[src/rtl/sar_adc_pkg.sv]
package sar_adc_pkg;

  typedef enum logic [1:0] {
    PSC_DIV2  = 2'b00,
    PSC_DIV4  = 2'b01,
    PSC_RSVD  = 2'b10,
    PSC_DIV16 = 2'b11
  } psc_code_e;

  // System cycles per conversion-clock period for a prescaler code and halving bit.
  function automatic int unsigned conv_divisor(input logic [1:0] psc, input logic half);
    int unsigned base;
    case (psc_code_e'(psc))
      PSC_DIV2: base = 2;
      PSC_DIV4: base = 4;
      default:  base = 16;  // reserved code shares the slowest base
    endcase
    return half ? 2 * base : base;
  endfunction

endpackage

[src/rtl/sar_clk_div.sv]
module sar_clk_div
  import sar_adc_pkg::*;
#(
  parameter int MAX_DIV = 32
) (
  input  logic       clk,
  input  logic       rst_n,
  input  logic       load,
  input  logic       run,
  input  logic [1:0] psc,
  input  logic       half,
  output logic       tick
);
  localparam int DW = $clog2(MAX_DIV);

  logic [DW-1:0] cnt;
  logic [DW-1:0] lim;

  always_ff @(posedge clk or negedge rst_n) begin
    if (!rst_n) begin
      cnt <= '0;
      lim <= '0;
    end else if (load) begin
      cnt <= '0;
      lim <= DW'(conv_divisor(psc, half) - 1);
    end else if (run) begin
      cnt <= (cnt == lim) ? '0 : cnt + 1'b1;
    end
  end

  assign tick = run && (cnt == lim);

endmodule

[src/rtl/sar_phase_ctr.sv]
module sar_phase_ctr #(
  parameter int RES   = 8,
  parameter int SAMP  = 12,
  parameter int BITP  = 17,
  parameter int TOTAL = 160
) (
  input  logic           clk,
  input  logic           rst_n,
  input  logic           load,
  input  logic           run,
  input  logic           tick,
  output logic           sampling,
  output logic           samp_end,
  output logic [RES-1:0] dec,
  output logic           conv_end
);
  localparam int TCW = $clog2(TOTAL + 1);

  logic [TCW-1:0] tcnt;

  always_ff @(posedge clk or negedge rst_n) begin
    if (!rst_n)     tcnt <= '0;
    else if (load)  tcnt <= '0;
    else if (tick)  tcnt <= tcnt + 1'b1;
  end

  assign sampling = run && (tcnt < TCW'(SAMP));
  assign samp_end = tick && (tcnt == TCW'(SAMP - 1));
  assign conv_end = tick && (tcnt == TCW'(TOTAL - 1));

  // Step k decides bit RES-1-k at the last period of its slot.
  for (genvar k = 0; k < RES; k++) begin : g_step
    assign dec[RES-1-k] = tick && (tcnt == TCW'(SAMP + (k + 1) * BITP - 1));
  end

endmodule

[src/rtl/sar_approx_reg.sv]
module sar_approx_reg #(
  parameter int RES = 8
) (
  input  logic           clk,
  input  logic           rst_n,
  input  logic           load,
  input  logic           samp_end,
  input  logic [RES-1:0] dec,
  input  logic           cmp_above,
  output logic [RES-1:0] trial
);
  logic [RES-1:0] nxt;

  always_comb begin
    nxt = trial;
    for (int i = 0; i < RES; i++) begin
      if (dec[i]) nxt[i] = cmp_above;
    end
    for (int i = 0; i < RES - 1; i++) begin
      if (dec[i+1]) nxt[i] = 1'b1;
    end
  end

  always_ff @(posedge clk or negedge rst_n) begin
    if (!rst_n)         trial <= '0;
    else if (load)      trial <= '0;
    else if (samp_end)  trial <= {1'b1, {(RES-1){1'b0}}};
    else                trial <= nxt;
  end

endmodule

[src/rtl/sar_adc_seq.sv]
module sar_adc_seq #(
  parameter int RES       = 8,
  parameter int NCH       = 8,
  parameter int SAMP_CLKS = 12,
  parameter int BIT_CLKS  = 17,
  parameter int CONV_CLKS = 160,
  parameter int MAX_DIV   = 32
) (
  input  logic                   clk,
  input  logic                   rst_n,
  input  logic                   start,
  input  logic [$clog2(NCH)-1:0] chan_sel,
  input  logic [1:0]             psc_code,
  input  logic                   clk_half,
  input  logic                   irq_clr,
  input  logic                   cmp_above,
  output logic [$clog2(NCH)-1:0] mux_sel,
  output logic                   sample_hold,
  output logic [RES-1:0]         trial_code,
  output logic                   busy,
  output logic [RES-1:0]         result,
  output logic                   done_pulse,
  output logic                   irq_flag
);
  localparam int CHW = $clog2(NCH);

  logic           load;
  logic           tick;
  logic           samp_end;
  logic           conv_end;
  logic [RES-1:0] dec;
  logic [CHW-1:0] chan_q;

  assign load = start && !busy;

  sar_clk_div #(.MAX_DIV(MAX_DIV)) u_div (
    .clk  (clk),
    .rst_n(rst_n),
    .load (load),
    .run  (busy),
    .psc  (psc_code),
    .half (clk_half),
    .tick (tick)
  );

  sar_phase_ctr #(
    .RES  (RES),
    .SAMP (SAMP_CLKS),
    .BITP (BIT_CLKS),
    .TOTAL(CONV_CLKS)
  ) u_phase (
    .clk     (clk),
    .rst_n   (rst_n),
    .load    (load),
    .run     (busy),
    .tick    (tick),
    .sampling(sample_hold),
    .samp_end(samp_end),
    .dec     (dec),
    .conv_end(conv_end)
  );

  sar_approx_reg #(.RES(RES)) u_sar (
    .clk      (clk),
    .rst_n    (rst_n),
    .load     (load),
    .samp_end (samp_end),
    .dec      (dec),
    .cmp_above(cmp_above),
    .trial    (trial_code)
  );

  always_ff @(posedge clk or negedge rst_n) begin
    if (!rst_n) begin
      busy       <= 1'b0;
      chan_q     <= '0;
      result     <= '0;
      done_pulse <= 1'b0;
      irq_flag   <= 1'b0;
    end else begin
      done_pulse <= conv_end;
      if (load) begin
        busy   <= 1'b1;
        chan_q <= chan_sel;
      end else if (conv_end) begin
        busy   <= 1'b0;
      end
      if (conv_end) result <= trial_code;
      if (conv_end)      irq_flag <= 1'b1;   // completion wins over a clear
      else if (irq_clr)  irq_flag <= 1'b0;
    end
  end

  assign mux_sel = chan_q;

endmodule

[config.mk]
export PLATFORM = sky130hd
export DESIGN_NAME = sar_adc_seq
export DESIGN_NICKNAME = d
export VERILOG_FILES = /design/src/rtl/sar_adc_pkg.sv /design/src/rtl/sar_clk_div.sv /design/src/rtl/sar_phase_ctr.sv /design/src/rtl/sar_approx_reg.sv /design/src/rtl/sar_adc_seq.sv
export SDC_FILE = /design/constraint.sdc
export NUM_CORES = 1
export LEC_CHECK = 0
export CORE_ASPECT_RATIO = 0.9
export CORE_UTILIZATION = 55
export DETAILED_ROUTE_END_ITERATION = 10
export PLACE_DENSITY_LB_ADDON = 0.05
export SYNTH_ARGS = -nofsm -noshare
export SYNTH_HDL_FRONTEND = slang
export SYNTH_SLANG_ARGS = --single-unit
[constraint.sdc]
create_clock -name clk -period 2.5 [get_ports clk]
set_input_delay 0.625 -clock clk [delete_from_list [all_inputs] [get_ports clk]]
set_output_delay 0.625 -clock clk [all_outputs]
set_load 0.01 [all_outputs]
==> impl_metrics.ini, run 1 <==
[synth]
syn-instance-count = 210
async_reset_ff_frac = 1.00
synth.avg_cell_area_sq_um = 9.90
yosysWarnings = 0
synth-main-ff-cell = dfrtp_1
syn_nets = 227
synth.top_cell.area_share = 0.482
synth_area_leaders = dfrtp_1 48%, nand2_1 5.4%, mux2_2 4.3%
synthesis.area_sq_mm = 0.00208
ys_seq_elements = 40
ys_types = 44
synth_edf_count = 0
ys_seq_area_frac = 0.482
netlist.top_cell.by_area = dfrtp_1

[route]
via_count = 1757
dr.pass1.iters = 4
wirelength_um = 5050
post-route-drc-count = 0
antenna_left = 0
drt_iter0_drc = 199
routed_via_density = 6.02
wl_per_cell_um = 17.3

[timing]
post-route-min-period_ns = 2.33
layout_setup_ws_ns = 0.167
tightest_slew_ns = 0.864
finalSetupTns_ns = 0
final.period_utilization = 0.933
maxSlewViolCount = 0
skew_ns = 0.00918
rsz0062_at_grt = no
final-hold-violation-count = 0
fmax_ghz = 0.429
hold_ws_ns = 0.440
slew_headroom = 0.424
setup_viol = 0

[floorplanning]
die_w_um = 66.8
die_h_um = 60.3
rows = 20
initial_core_util = 0.593
dieArea_sq_mm = 0.00403
core_area_sq_mm = 0.00350
io_pins = 34

[cells_and_area]
stdcell_count = 292
antenna_cells = 0
drive_above_1_share = 0.117
fin_area_sq_mm = 0.00256
fillers = 255
layout.nets = 264
area_growth_pct = 23.1

[grt]
grt-ovfl-total = 0
grt_pass1_vias = 1679
antenna_found_initial = 0
grt_max_degree = 41
grt_first_pass_wirelength_um = 8050
track_usage = 0.281

[cts]
htree_levels = 2
numCtsBuffers = 5
cts-root-buf = clkbuf_8
clock_latency_ns = 0.29
cts_hold_buffers = 0
post_cts_buffers = 0
cts.sinks = 40
post_cts_resized = 1
cts.path.max_buffers = 2
cts_tree = done
cts.clk_slew.worst_paths_ns = 0.08

[place]
placed_cell_area_sq_mm = 0.00247
place.gp.congestion = 0.912
dp_slack_ns = 0.177
dp_hpwl_um = 3620
dp.cells = 284
port_buffers = 33

[power_and_ir_drop]
power.density_mw_per_mm2 = 854
p_leak_nw = 1.14
ir_drop_uv = 407

[setup_path]
end_kind = output pin
critPathMaxFanout = 2
cp.required_ns = 1.88
critical_path_arrival_ns = 1.71
worst-setup-path-type = reg2out
startpoint_type = flop
r2r_slack_ns = 0.45

[flow_run]
cap_violations = 0

[hold_path]
min_path_type = in2async

[run_status]
outcome = complete, no violations
==> final timing paths <==
check | startpoint | end | cells past startpoint
max in group asynchronous | rst_n | u_div.lim[4] | 1
min in group clk | mux_sel[0] | mux_sel[0] | 2
hold reg to reg | mux_sel[0] | mux_sel[0] | 2
setup reg to reg | u_div.cnt[3] | result[6] | 4
hold / removal | rst_n | u_div.cnt[3] | 1
setup / recovery | u_phase.tcnt[5] | sample_hold | 3
==> logic make-up (layout without fill, tap and decap cells) <==
kind of cell / after synthesis / after routing / share of synthesized area
AO/OA/AOI/OAI: 33 / 33 / 0.101
XOR/XNOR: 11 / 11 / 0.0554
adder cells (fa/ha/maj): 6 / 6 / 0.0361
buffers and inverters: 14 / 52 / 0.0271
flip-flops: 40 / 40 / 0.482
multiplexers: 12 / 12 / 0.0626
AND/OR/NAND/NOR: 94 / 94 / 0.237
==> state kept, by name, indices dropped and copies added, names as in the netlist <==
signal / cells
result: 8
u_phase.tcnt: 8
irq_flag: 1
busy: 1
mux_sel: 3
u_div.lim: 5
u_sar.trial: 8
done_pulse: 1
u_div.cnt: 5
==> synthesized netlist by cell type (all sizes together), types with 2 or more instances <==
library cell  count
dfrtp            40
nand2            31
nor2             12
nand3            11
nor3             11
a21oi            10
o21ai            10
nand4             9
clkbuf            8
mux2              8
xnor2             8
ha                6
and3              4
inv               4
mux2i             4
nand2b            4
nor2b             3
o31ai             3
xor2              3
and2              2
buf               2
==> per-layer routing <==
| layer | GRT usage | part of all wire | vias to the layer above |
|---|---|---|---|
| met2 | 0.424 | 0.45 | 91 |
| met4 | 0.155 | 0.023 | 0 |
| li1 | - | - | 821 |
| met1 | 0.387 | 0.45 | 835 |
| met5 | 0 | 0 | - |
| met3 | 0.0458 | 0.070 | 10 |
==> per-stage QoR <==
step | power (mW) | util
after floorplan | 1.45 | -
after global placement | 1.69 | 0.705
after detailed placement | 1.74 | 0.705
after CTS | 2.18 | 0.730
after global routing | 2.31 | 0.730
final | 2.19 | 0.730
==> power breakdown <==
group	total (mW)	switching, mW	internal (mW)
combinational	0.799	0.457	0.343
sequential	0.941	0.164	0.776
clock	0.446	0.221	0.225
total	2.19	0.842	1.34
==> area by class of cell <==
cell class	count	area, sq um	share of cell area
well taps	44	55.1	0.0215
inverters	4	15.0	0.00587
flip-flops and latches	40	1000	0.391
clock buffers	8	90.1	0.0352
repair buffers	40	377	0.147
multi-input cells	156	1020	0.399
==> worst max-delay path, stage by stage, from the launching register on <==
cell and delay (ns):
dfrtp_1 0.40, or3b_1 0.43, a2111oi_0 0.27, dlygate4sd2_1 0.31
==> cells in the final DEF (no fill, tap or decap), types with 3 or more instances in the layout <==
cell type         n
nand2b_1          4
o21ai_0          10
nand2_1          30
nor2b_1           3
nor3_1           10
and3_1            4
dfrtp_1          40
clkbuf_8          6
ha_1              6
a21oi_1          10
mux2i_1           4
mux2_2            8
inv_1             4
nand4_1           8
buf_4             7
clkdlybuf4s50_1  31
nand3_1          10
nor2_1           12
o31ai_1           3
xor2_1            3
xnor2_1           7
Note: power is estimated with default switching activity, not from simulation.
==> run 2: changes to the inputs <==
Settings changed: TNS_END_PERCENT set to 5.
==> results of run 2 <==
Final layout, timing and power as in run 1 (identical DEF).
==> run 3: changes to the inputs <==
==> constraint.sdc (replaced) <==
create_clock -name clk -period 2.5 [get_ports clk]
set_input_delay 0.25 -clock clk [delete_from_list [all_inputs] [get_ports clk]]
set_output_delay 0.25 -clock clk [all_outputs]
set_load 0.01 [all_outputs]
==> run 3 against run 2 <==
Worst setup slack lost 0.095 ns; count of clock-buffer cells in the layout shrank 1; combinational power shrank 2.8%; hold slack worse by 0.38 ns; critical path depth is the same; sequential share of layout area fell by 0.25 points; fmax decreased by 3.9%; sequential power up 2.6%; non-clock buffer count shrank 3; total power rose by 6.5%.
==> impl_metrics.ini, run 3 (synthesized netlist as in run 1, its figures left out) <==
[setup_path]
startpoint_type = flop
end_kind = output pin
crit_slowest_cell = clkdlybuf4s50_1
critPathMaxFanout = 9
crit_family = buffers and inverters
cp.required_ns = 2.25
critical_path_arrival_ns = 2.18
cpPeakStageDelay_ns = 0.62
path_cells = or3b_1 > a2111oi_1 > clkdlybuf4s50_1
worst-setup-path-type = reg2out
cp_num_buf_inv = 1

[route]
antenna_left = 0
routed_via_density = 6.09
dr.pass1.iters = 4
wl_per_cell_um = 17.7
via_count = 1761
drt_iter0_drc = 164
wirelength_um = 5130
post-route-drc-count = 0

[flow_run]
cap_violations = 0

[timing]
tightest_slew_ns = 0.881
slew_headroom = 0.412
layout_setup_ws_ns = 0.0720
final.period_utilization = 0.971
rsz0062_at_grt = no
hold_ws_ns = 0.0561
skew_ns = 0.00490
setup_viol = 0
fmax_ghz = 0.412
post-route-min-period_ns = 2.43
finalSetupTns_ns = 0
maxSlewViolCount = 0
final-hold-violation-count = 0

[grt]
track_usage = 0.289
grt-ovfl-total = 0
antenna_found_initial = 0
grt_first_pass_wirelength_um = 8370
grt_max_degree = 41
grt_pass1_vias = 1758

[place]
port_buffers = 33
dp_slack_ns = 0.357
dp_hpwl_um = 3640
place.gp.congestion = 0.930
dp.cells = 281

[floorplanning]
rows = 20
core_area_sq_mm = 0.00350
io_pins = 34
die_w_um = 66.8
initial_core_util = 0.593
dieArea_sq_mm = 0.00403
die_h_um = 60.3

[cts]
clock_latency_ns = 0.30
htree_levels = 2
cts.path.max_buffers = 2
cts.sinks = 40
cts.clk_slew.worst_paths_ns = 0.08
cts_hold_buffers = 0
cts_tree = done
numCtsBuffers = 5
cts-root-buf = clkbuf_8

[cells_and_area]
largestRegisters = result x8, u_phase.tcnt x8, u_sar.trial x8
layout.nets = 261
final_common_cell = dfrtp_1
stdcell_count = 289
antenna_cells = 0
area_growth_pct = 23.9
drive_above_1_share = 0.114
layout_common_cells = 40 x dfrtp_1, 32 x clkdlybuf4s50_1, 30 x nand2_1, 12 x nor2_1

[hold_path]
min_path_type = in2async

[power_and_ir_drop]
power.density_mw_per_mm2 = 904
p_leak_nw = 1.14
ir_drop_uv = 497

[run_status]
outcome = complete, no violations
-- run 3: metal layers --
layer,vias up,GRT usage,wire (um)
met5,-,0,0
met4,0,0.128,79
li1,812,-,-
met1,852,0.389,2170
met3,10,0.0553,417
met2,87,0.460,2460
-- run 3: final timing paths --
check	start	end	slack [ns]	cells after the start
min	rst_n	u_phase.tcnt[1]	0.06	1
min reg2reg	result[1]	result[1]	0.51	1
max in group asynchronous	rst_n	result[5]	1.88	1
max reg2reg	u_div.cnt[0]	result[7]	0.45	4
min in group clk	chan_sel[1]	mux_sel[1]	0.50	3
max	u_phase.tcnt[5]	sample_hold	0.07	3
-- run 3: through the flow --
stage	total power, mW	instance area, sq um	util
after floorplan	1.45	2080	-
after global placement	1.67	2450	0.699
after CTS	2.31	2570	0.735
final	2.33	2570	0.735
after global routing	2.44	2570	0.735
after detailed placement	1.72	2450	0.699
-- run 3: power breakdown --
part,internal [mW],switching [mW]
Clock,0.352,0.234
Sequential,0.776,0.189
Combinational,0.340,0.437
-- run 3: area by class of cell --
| class | count | area (sq um) |
|---|---|---|
| Multi-Input combinational cell | 156 | 1020 |
| Sequential cell | 40 | 1000 |
| Fill cell | 237 | 928 |
| Timing Repair Buffer | 37 | 355 |
| Clock buffer | 7 | 96.3 |
| Tap cell | 44 | 55.1 |
| Clock inverter | 1 | 30.0 |
| Inverter | 4 | 15.0 |
-- run 3: timing repair --
item | CTS | global route
setup endpoints to repair | 0 | 1
gates resized for setup | 0 | 1
buffers inserted | 0 | 0
